`config.mk`:
```
export PLATFORM = sky130hd
export DESIGN_NAME = serial_cmd_rx
export DESIGN_NICKNAME = d
export VERILOG_FILES = /design/src/rtl/serial_cmd_pkg.sv /design/src/rtl/scr_sync_edge.sv /design/src/rtl/scr_frame_ctrl.sv /design/src/rtl/scr_word_shift.sv /design/src/rtl/scr_dio_dir.sv /design/src/rtl/serial_cmd_rx.sv
export SDC_FILE = /design/constraint.sdc
export NUM_CORES = 1
export LEC_CHECK = 0
export ABC_AREA = 1
export BUFFER_PORTS_ARGS = -buffer_cell sky130_fd_sc_hd__buf_2
export CAP_MARGIN = 30
export CORE_ASPECT_RATIO = 1.5
export CORE_MARGIN = 1
export CORE_UTILIZATION = 55
export CTS_CLUSTER_DIAMETER = 30
export DETAILED_ROUTE_END_ITERATION = 6
export PLACE_DENSITY = 0.85
export SYNTH_ARGS = -nofsm -noshare
export SYNTH_HDL_FRONTEND = slang
export SYNTH_SLANG_ARGS = --single-unit
```
`constraint.sdc`:
```
create_clock -name clk -period 2.26 [get_ports clk]
set_input_delay 0.339 -clock clk [delete_from_list [all_inputs] [get_ports clk]]
set_output_delay 0.339 -clock clk [all_outputs]
set_load 0.02 [all_outputs]
```
`src/rtl/serial_cmd_pkg.sv`:
```
// Shared types and constants for the framed serial command receiver.
package serial_cmd_pkg;

    // Session state of the frame controller
    typedef enum logic [1:0] {
        FR_IDLE = 2'd0,   // chip-select low, nothing accepted
        FR_HDR  = 2'd1,   // checking the unlock pattern
        FR_LOCK = 2'd2,   // bad pattern seen, ignore data
        FR_RUN  = 2'd3    // session open, words accepted
    } frame_st_t;

    localparam int          HDR_LEN  = 6;
    localparam int          HDR_CW   = 3;
    // Bit i of these vectors belongs to the i-th received header bit
    localparam logic [5:0]  HDR_MASK = 6'b101111;  // position 4 is free
    localparam logic [5:0]  HDR_VAL  = 6'b000101;  // 1,0,1,0,x,0 in time order
    localparam int          UPD_POS  = 4;

    // True when header bit b is acceptable at position pos
    function automatic logic hdr_bit_ok(input logic [HDR_CW-1:0] pos, input logic b);
        return (!HDR_MASK[pos]) || (b == HDR_VAL[pos]);
    endfunction

endpackage

```
`src/rtl/scr_sync_edge.sv`:
```
// Multi-flop synchroniser with edge detection for a bundle of async inputs.
// Assumes each input is slow compared to clk (stable for several cycles).
module scr_sync_edge #(
    parameter int WIDTH  = 3,
    parameter int STAGES = 2
) (
    input  logic             clk,
    input  logic             rst_n,
    input  logic [WIDTH-1:0] din,
    output logic [WIDTH-1:0] level,
    output logic [WIDTH-1:0] rise,
    output logic [WIDTH-1:0] fall
);
    logic [STAGES-1:0][WIDTH-1:0] stg;
    logic [WIDTH-1:0]             prev;

    // Shift inputs through the synchroniser chain and keep one delayed copy
    always_ff @(posedge clk) begin
        if (!rst_n) begin
            stg  <= '0;
            prev <= '0;
        end else begin
            stg[0] <= din;
            for (int i = 1; i < STAGES; i++) begin
                stg[i] <= stg[i-1];
            end
            prev <= stg[STAGES-1];
        end
    end

    // Edge pulses from the settled level and its delayed copy
    always_comb begin
        level = stg[STAGES-1];
        rise  = level & ~prev;
        fall  = ~level & prev;
    end
endmodule

```
`src/rtl/scr_frame_ctrl.sv`:
```
// Session controller: checks the six-bit unlock pattern after each
// chip-select rise, captures the update flag, and forwards bit strobes to
// the word framer only while a session is open.
// Assumes chip-select edges and serial clock edges never share a cycle;
// if they do, the chip-select edge wins and the bit is dropped.
module scr_frame_ctrl
    import serial_cmd_pkg::*;
(
    input  logic clk,
    input  logic rst_n,
    input  logic cs_rise,
    input  logic cs_fall,
    input  logic bit_stb,
    input  logic bit_val,
    output logic bit_fwd,
    output logic run,
    output logic upd_flag
);
    frame_st_t          state;
    logic [HDR_CW-1:0]  hdr_cnt;
    logic               u_tmp;

    // Session state machine and header checking
    always_ff @(posedge clk) begin
        if (!rst_n) begin
            state    <= FR_IDLE;
            hdr_cnt  <= '0;
            u_tmp    <= 1'b0;
            upd_flag <= 1'b0;
        end else if (cs_fall) begin
            state <= FR_IDLE;
        end else if (cs_rise) begin
            state   <= FR_HDR;
            hdr_cnt <= '0;
        end else if (bit_stb && state == FR_HDR) begin
            if (!hdr_bit_ok(hdr_cnt, bit_val)) begin
                state <= FR_LOCK;
            end else begin
                if (hdr_cnt == HDR_CW'(UPD_POS)) begin
                    u_tmp <= bit_val;
                end
                if (hdr_cnt == HDR_CW'(HDR_LEN - 1)) begin
                    state    <= FR_RUN;
                    upd_flag <= u_tmp;
                end
                hdr_cnt <= hdr_cnt + 1'b1;
            end
        end
    end

    // Forward sampled bits to the framer only inside an open session
    always_comb begin
        run     = (state == FR_RUN);
        bit_fwd = bit_stb && run && !cs_fall && !cs_rise;
    end
endmodule

```
`src/rtl/scr_word_shift.sv`:
```
// Word framer: assembles LSB-first bits into WORD_W-bit words and pulses
// valid for one cycle when the last bit of a word lands.
// Assumes clear is pulsed at every session start to drop partial words.
module scr_word_shift #(
    parameter int WORD_W = 16
) (
    input  logic              clk,
    input  logic              rst_n,
    input  logic              clear,
    input  logic              bit_stb,
    input  logic              bit_val,
    output logic [WORD_W-1:0] word,
    output logic              valid
);
    localparam int CW = $clog2(WORD_W);

    logic [WORD_W-1:0] sh;
    logic [CW-1:0]     cnt;
    logic [WORD_W-1:0] nxt;

    // Next shift value: newest bit enters at the top
    always_comb nxt = {bit_val, sh[WORD_W-1:1]};

    // Shift, count and publish completed words
    always_ff @(posedge clk) begin
        if (!rst_n) begin
            sh    <= '0;
            cnt   <= '0;
            word  <= '0;
            valid <= 1'b0;
        end else begin
            valid <= 1'b0;
            if (clear) begin
                cnt <= '0;
                sh  <= '0;
            end else if (bit_stb) begin
                sh <= nxt;
                if (cnt == CW'(WORD_W - 1)) begin
                    cnt   <= '0;
                    word  <= nxt;
                    valid <= 1'b1;
                end else begin
                    cnt <= cnt + 1'b1;
                end
            end
        end
    end
endmodule

```
`src/rtl/scr_dio_dir.sv`:
```
// Data line direction control: a read command turns the line into an
// output and latches the address; chip-select low returns it to input.
// Assumes the command field sits in the top CMD_W bits of each word.
module scr_dio_dir #(
    parameter int              WORD_W   = 16,
    parameter int              CMD_W    = 4,
    parameter int              ADDR_W   = 6,
    parameter logic [CMD_W-1:0] READ_CMD = 4'b1011
) (
    input  logic              clk,
    input  logic              rst_n,
    input  logic              cs_level,
    input  logic              word_valid,
    input  logic [WORD_W-1:0] word,
    output logic [ADDR_W-1:0] rd_addr,
    output logic              oe
);
    localparam int CMD_LSB = WORD_W - CMD_W;

    logic rd_mode;
    logic is_read;

    // Decode the command field of the current word
    always_comb is_read = (word[WORD_W-1:CMD_LSB] == READ_CMD);

    // Enter output mode on a read, leave it whenever chip-select is low
    always_ff @(posedge clk) begin
        if (!rst_n) begin
            rd_mode <= 1'b0;
            rd_addr <= '0;
        end else if (!cs_level) begin
            rd_mode <= 1'b0;
        end else if (word_valid && is_read) begin
            rd_mode <= 1'b1;
            rd_addr <= word[ADDR_W-1:0];
        end
    end

    // Output enable is gated by the live chip-select level
    always_comb oe = rd_mode && cs_level;
endmodule

```
`src/rtl/serial_cmd_rx.sv`:
```
// Top of the framed serial command receiver. Synchronises the three pad
// inputs, opens sessions on a valid unlock pattern, frames control words
// and steers the data line for read commands.
// Assumes clk runs several times faster than the serial clock.
module serial_cmd_rx #(
    parameter int               WORD_W   = 16,
    parameter int               CMD_W    = 4,
    parameter int               ADDR_W   = 6,
    parameter int               SYNC_N   = 2,
    parameter logic [CMD_W-1:0] READ_CMD = 4'b1011
) (
    input  logic              clk,
    input  logic              rst_n,
    input  logic              cs_in,
    input  logic              sclk_in,
    input  logic              dio_in,
    input  logic              rd_bit,
    output logic              dio_out,
    output logic              dio_oe,
    output logic [ADDR_W-1:0] rd_addr,
    output logic [WORD_W-1:0] word_data,
    output logic              word_valid,
    output logic              upd_flag,
    output logic              session_active
);
    localparam int IDX_CS = 0;
    localparam int IDX_SC = 1;
    localparam int IDX_DI = 2;

    logic [2:0] s_lvl, s_rise, s_fall;
    logic       bit_fwd;

    scr_sync_edge #(.WIDTH(3), .STAGES(SYNC_N)) i_sync (
        .clk   (clk),
        .rst_n (rst_n),
        .din   ({dio_in, sclk_in, cs_in}),
        .level (s_lvl),
        .rise  (s_rise),
        .fall  (s_fall)
    );

    scr_frame_ctrl i_frame (
        .clk      (clk),
        .rst_n    (rst_n),
        .cs_rise  (s_rise[IDX_CS]),
        .cs_fall  (s_fall[IDX_CS]),
        .bit_stb  (s_rise[IDX_SC]),
        .bit_val  (s_lvl[IDX_DI]),
        .bit_fwd  (bit_fwd),
        .run      (session_active),
        .upd_flag (upd_flag)
    );

    scr_word_shift #(.WORD_W(WORD_W)) i_shift (
        .clk     (clk),
        .rst_n   (rst_n),
        .clear   (s_rise[IDX_CS]),
        .bit_stb (bit_fwd),
        .bit_val (s_lvl[IDX_DI]),
        .word    (word_data),
        .valid   (word_valid)
    );

    scr_dio_dir #(
        .WORD_W(WORD_W), .CMD_W(CMD_W), .ADDR_W(ADDR_W), .READ_CMD(READ_CMD)
    ) i_dir (
        .clk        (clk),
        .rst_n      (rst_n),
        .cs_level   (s_lvl[IDX_CS]),
        .word_valid (word_valid),
        .word       (word_data),
        .rd_addr    (rd_addr),
        .oe         (dio_oe)
    );

    // Drive the stored bit only while the pad is enabled
    always_comb dio_out = dio_oe && rd_bit;

    logic unused_edges;
    always_comb unused_edges = ^{s_lvl[IDX_SC], s_fall[IDX_SC], s_rise[IDX_DI], s_fall[IDX_DI]};
endmodule

```
==> results.md <==
* DP Wirelength at 3.27 mm
* Layout cell share with drive strength beyond 1 at 18.3%
* Worst EP arrival at 1.86 ns
* GPL Wtd Cong at 0.799
* Crit Path Category: reg2reg
* Clk_lat worst skew at 0.33 ns
* Final instance count without filler cells at 391
* Wire per inst at 12.3 um
* Antenna cells at 0
* Fmax at 630 MHz
* DP Worst Slack at 0.682 ns
* Io pins at 33
* First-pass GRT wire length at 8.27 mm
* Routed vias at 2001
* MaxCap Viol Count at 0
* CTS Buf Count at 9
* Port-buffer cells at 32
* Via density at 5.12
* Count of cell types in the netlist at 27
* Syn avg cell area at 7.88 um2
* Top Family by Delay on Critical Path: simple AND/OR/NAND/NOR gates
* Post-CTS sizing at 0
* Row count at 29
* Slowest-stage cell, CP: dfxtp_1
* Cell count after synthesis at 306
* Syn-to-layout area delta at 13.7%
* Buffer depth of the longest clock path at 2
* Final Cycle Share at 70.2%
* Least-Margin Pin Slew at 0.394 ns
* Register area share after synthesis at 49.8%
* Clk_skew at 0.00503 ns
* Drt initial violations at 64
* Final Net Count at 351
* Final Critical Period at 1.59 ns
* Pin count of the biggest net entering global routing at 28
* # DRC at 0
* Crit-path most repeated cell: nand2_1
* Final setup fails at 0
* Synth area leader: dfxtp_1
* Pleak at 1.30 nW
* Crit. End Element: register
* Gr usage total at 22.7%
* Yosys warns at 0
* Worst IR drop on VDD at 0.000691 V
* Core area at 4210 um2
* Dpl cells at 376
* Layout Utilization at 65.2%
* # Post-CTS Setup Buffers at 0
* Synth Cell Area at 2410 um2
* Commonest non-fill, non-tap cell in the layout: nand2_1
* Crit Path Max Fanout at 18
* Top cells by area, synth: dfxtp_1 50%, nand2_1 9.5%, nor2_1 7.0%, inv_1 5.9%, nand3_1 4.8%
* Initial antenna violation count at 0
* Startpoint types: register
* Top cell type's share of synthesized area at 49.8%
* Die W at 56.1 um
* R2r setup slk at 0.67 ns
* Relative slew slack at 73.6%
* TNS Setup at 0 ns
* PD cells at 750 nW/um2
* RSZ-0062 raised after global routing: no
* Die area at 4660 um2
* # hold bufs at CTS at 0
* Die Y at 83.1 um
* Overflow left after global routing at 0
* Outcome: completed
* Most frequent cells in the layout: 61 x nand2_1, 60 x dfxtp_1, 45 x nor2_1, 38 x inv_1, 32 x buf_2
* Post-Synthesis Net Count at 316
* DR pass1 iterations at 4
* Initial cell density of the core at 57.3%
* H-tree Lvls at 3
* PnR worst setup slack at 0.673 ns
* Root Buffer: clkbuf_8
* Clk sink count at 60
* Design Power at 2.06 mW
* CTS tree: yes
* Number of global-route vias before repair at 1969
* Yosys reg bits at 60
* Clk slew on worst S/H paths at 0.06 ns
* Worst path required time at 2.53 ns
* Final count of pins violating max slew at 0
* CP Buf/Inv Count at 0
* Hold Vio Cnt, Final at 0
* Worst min-delay path category: in2reg
* Detail Route Antenna Nets at 0
* Slowest cell delay on critical path at 0.35 ns
* Total wire length at 4.82 mm
* Crit-path cells: ha_1 -> nand2_1 -> nor2_8 -> nand3_4 -> nor2_4 -> nand2_1 -> nand2_1
-- cell usage after synthesis --
cell type,n
nand2_4,1
inv_1,38
nand3_1,23
dfxtp_1,60
o21ai_0,23
buf_4,1
a21oi_1,21
inv_2,2
nor2_1,45
nand3_2,3
nor3_1,2
nand3_4,1
ha_1,4
buf_6,2
a21oi_2,2
nand2_1,61
clkbuf_1,4
buf_2,1
xor2_1,1
buf_8,1
nand2_2,1
nor2_4,4
nor2_8,1
nor2_2,1
buf_12,1
inv_8,1
xnor2_1,1
-- through the flow --
| step | hold WS (ns) | cell area (um2) |
|---|---|---|
| floorplan | 0.390 | 2410 |
| global placement | 0.394 | 2560 |
| detailed placement | 0.408 | 2560 |
| CTS | 0.190 | 2740 |
| global route | 0.223 | 2740 |
| finish | 0.188 | 2740 |
-- worst register-to-register path, cell delays in order (launching register included) --
cell	delay [ns]
dfxtp_1	0.35
ha_1	0.19
nand2_1	0.14
nor2_8	0.19
nand3_4	0.24
nor2_4	0.28
nand2_1	0.08
nand2_1	0.06
-- routing by layer --
| metal | vias up | track usage (%) | part of all wire [%] |
|---|---|---|---|
| met1 | 928 | 23.3 | 39 |
| met3 | 11 | 4.83 | 3.5 |
| met5 | - | 0 | 0 |
| met4 | 0 | 14.2 | 2.6 |
| met2 | 39 | 40.7 | 55 |
| li1 | 1023 | - | - |
-- kinds of logic (layout without fill, tap and decap cells) --
family	count (synthesis)	count (layout)	share of synthesized area, %
AO/OA/AOI/OAI	46	46	9.85
XOR/XNOR	2	2	0.726
adder cells (fa/ha/maj)	4	4	2.07
buffers and inverters	51	90	10.2
flip-flops	60	60	49.8
AND/OR/NAND/NOR	143	143	27.3
-- where the power goes --
group          switching [mW]  internal [mW]  leakage, nW
logic                  0.0472         0.0225        0.718
clock network           0.380          0.533       0.0935
registers             0.00722           1.07        0.485
-- path summary, 6_finish.rpt --
path,cells past startpoint,to,start
setup reg to reg,7,i_shift.word[8]$_SDFFE_PN0P_,i_shift.cnt[0]$_SDFFE_PP0P_
hold / removal,3,i_sync.stg[1]$_SDFF_PN0_,sclk_in
setup / recovery,7,i_shift.word[8]$_SDFFE_PN0P_,i_shift.cnt[0]$_SDFFE_PP0P_
hold reg to reg,2,i_sync.level[1]$_SDFF_PN0_,i_sync.stg[1]$_SDFF_PN0_
-- layout make-up --
cell class	instances	area, um2
Fill cell	341	1470
Sequential cell	60	1200
Multi-Input combinational cell	195	965
Timing Repair Buffer	34	175
Inverter	41	161
Clock buffer	13	149
Tap cell	46	57.6
Clock inverter	2	35.0
-- flip-flops by register name, summed over array words and instances (netlist names), named ones only --
name,cells
i_shift.word,16
i_sync.prev,2
i_dir.rd_mode,1
i_frame.hdr_cnt,3
i_frame.state,2
i_shift.sh,15
i_sync.level,3
i_sync.stg,3
i_shift.cnt,4
i_frame.u_tmp,1
i_frame.upd_flag,1
i_dir.rd_addr,6
i_shift.valid,1
Power figures use the tool's default switching activity.
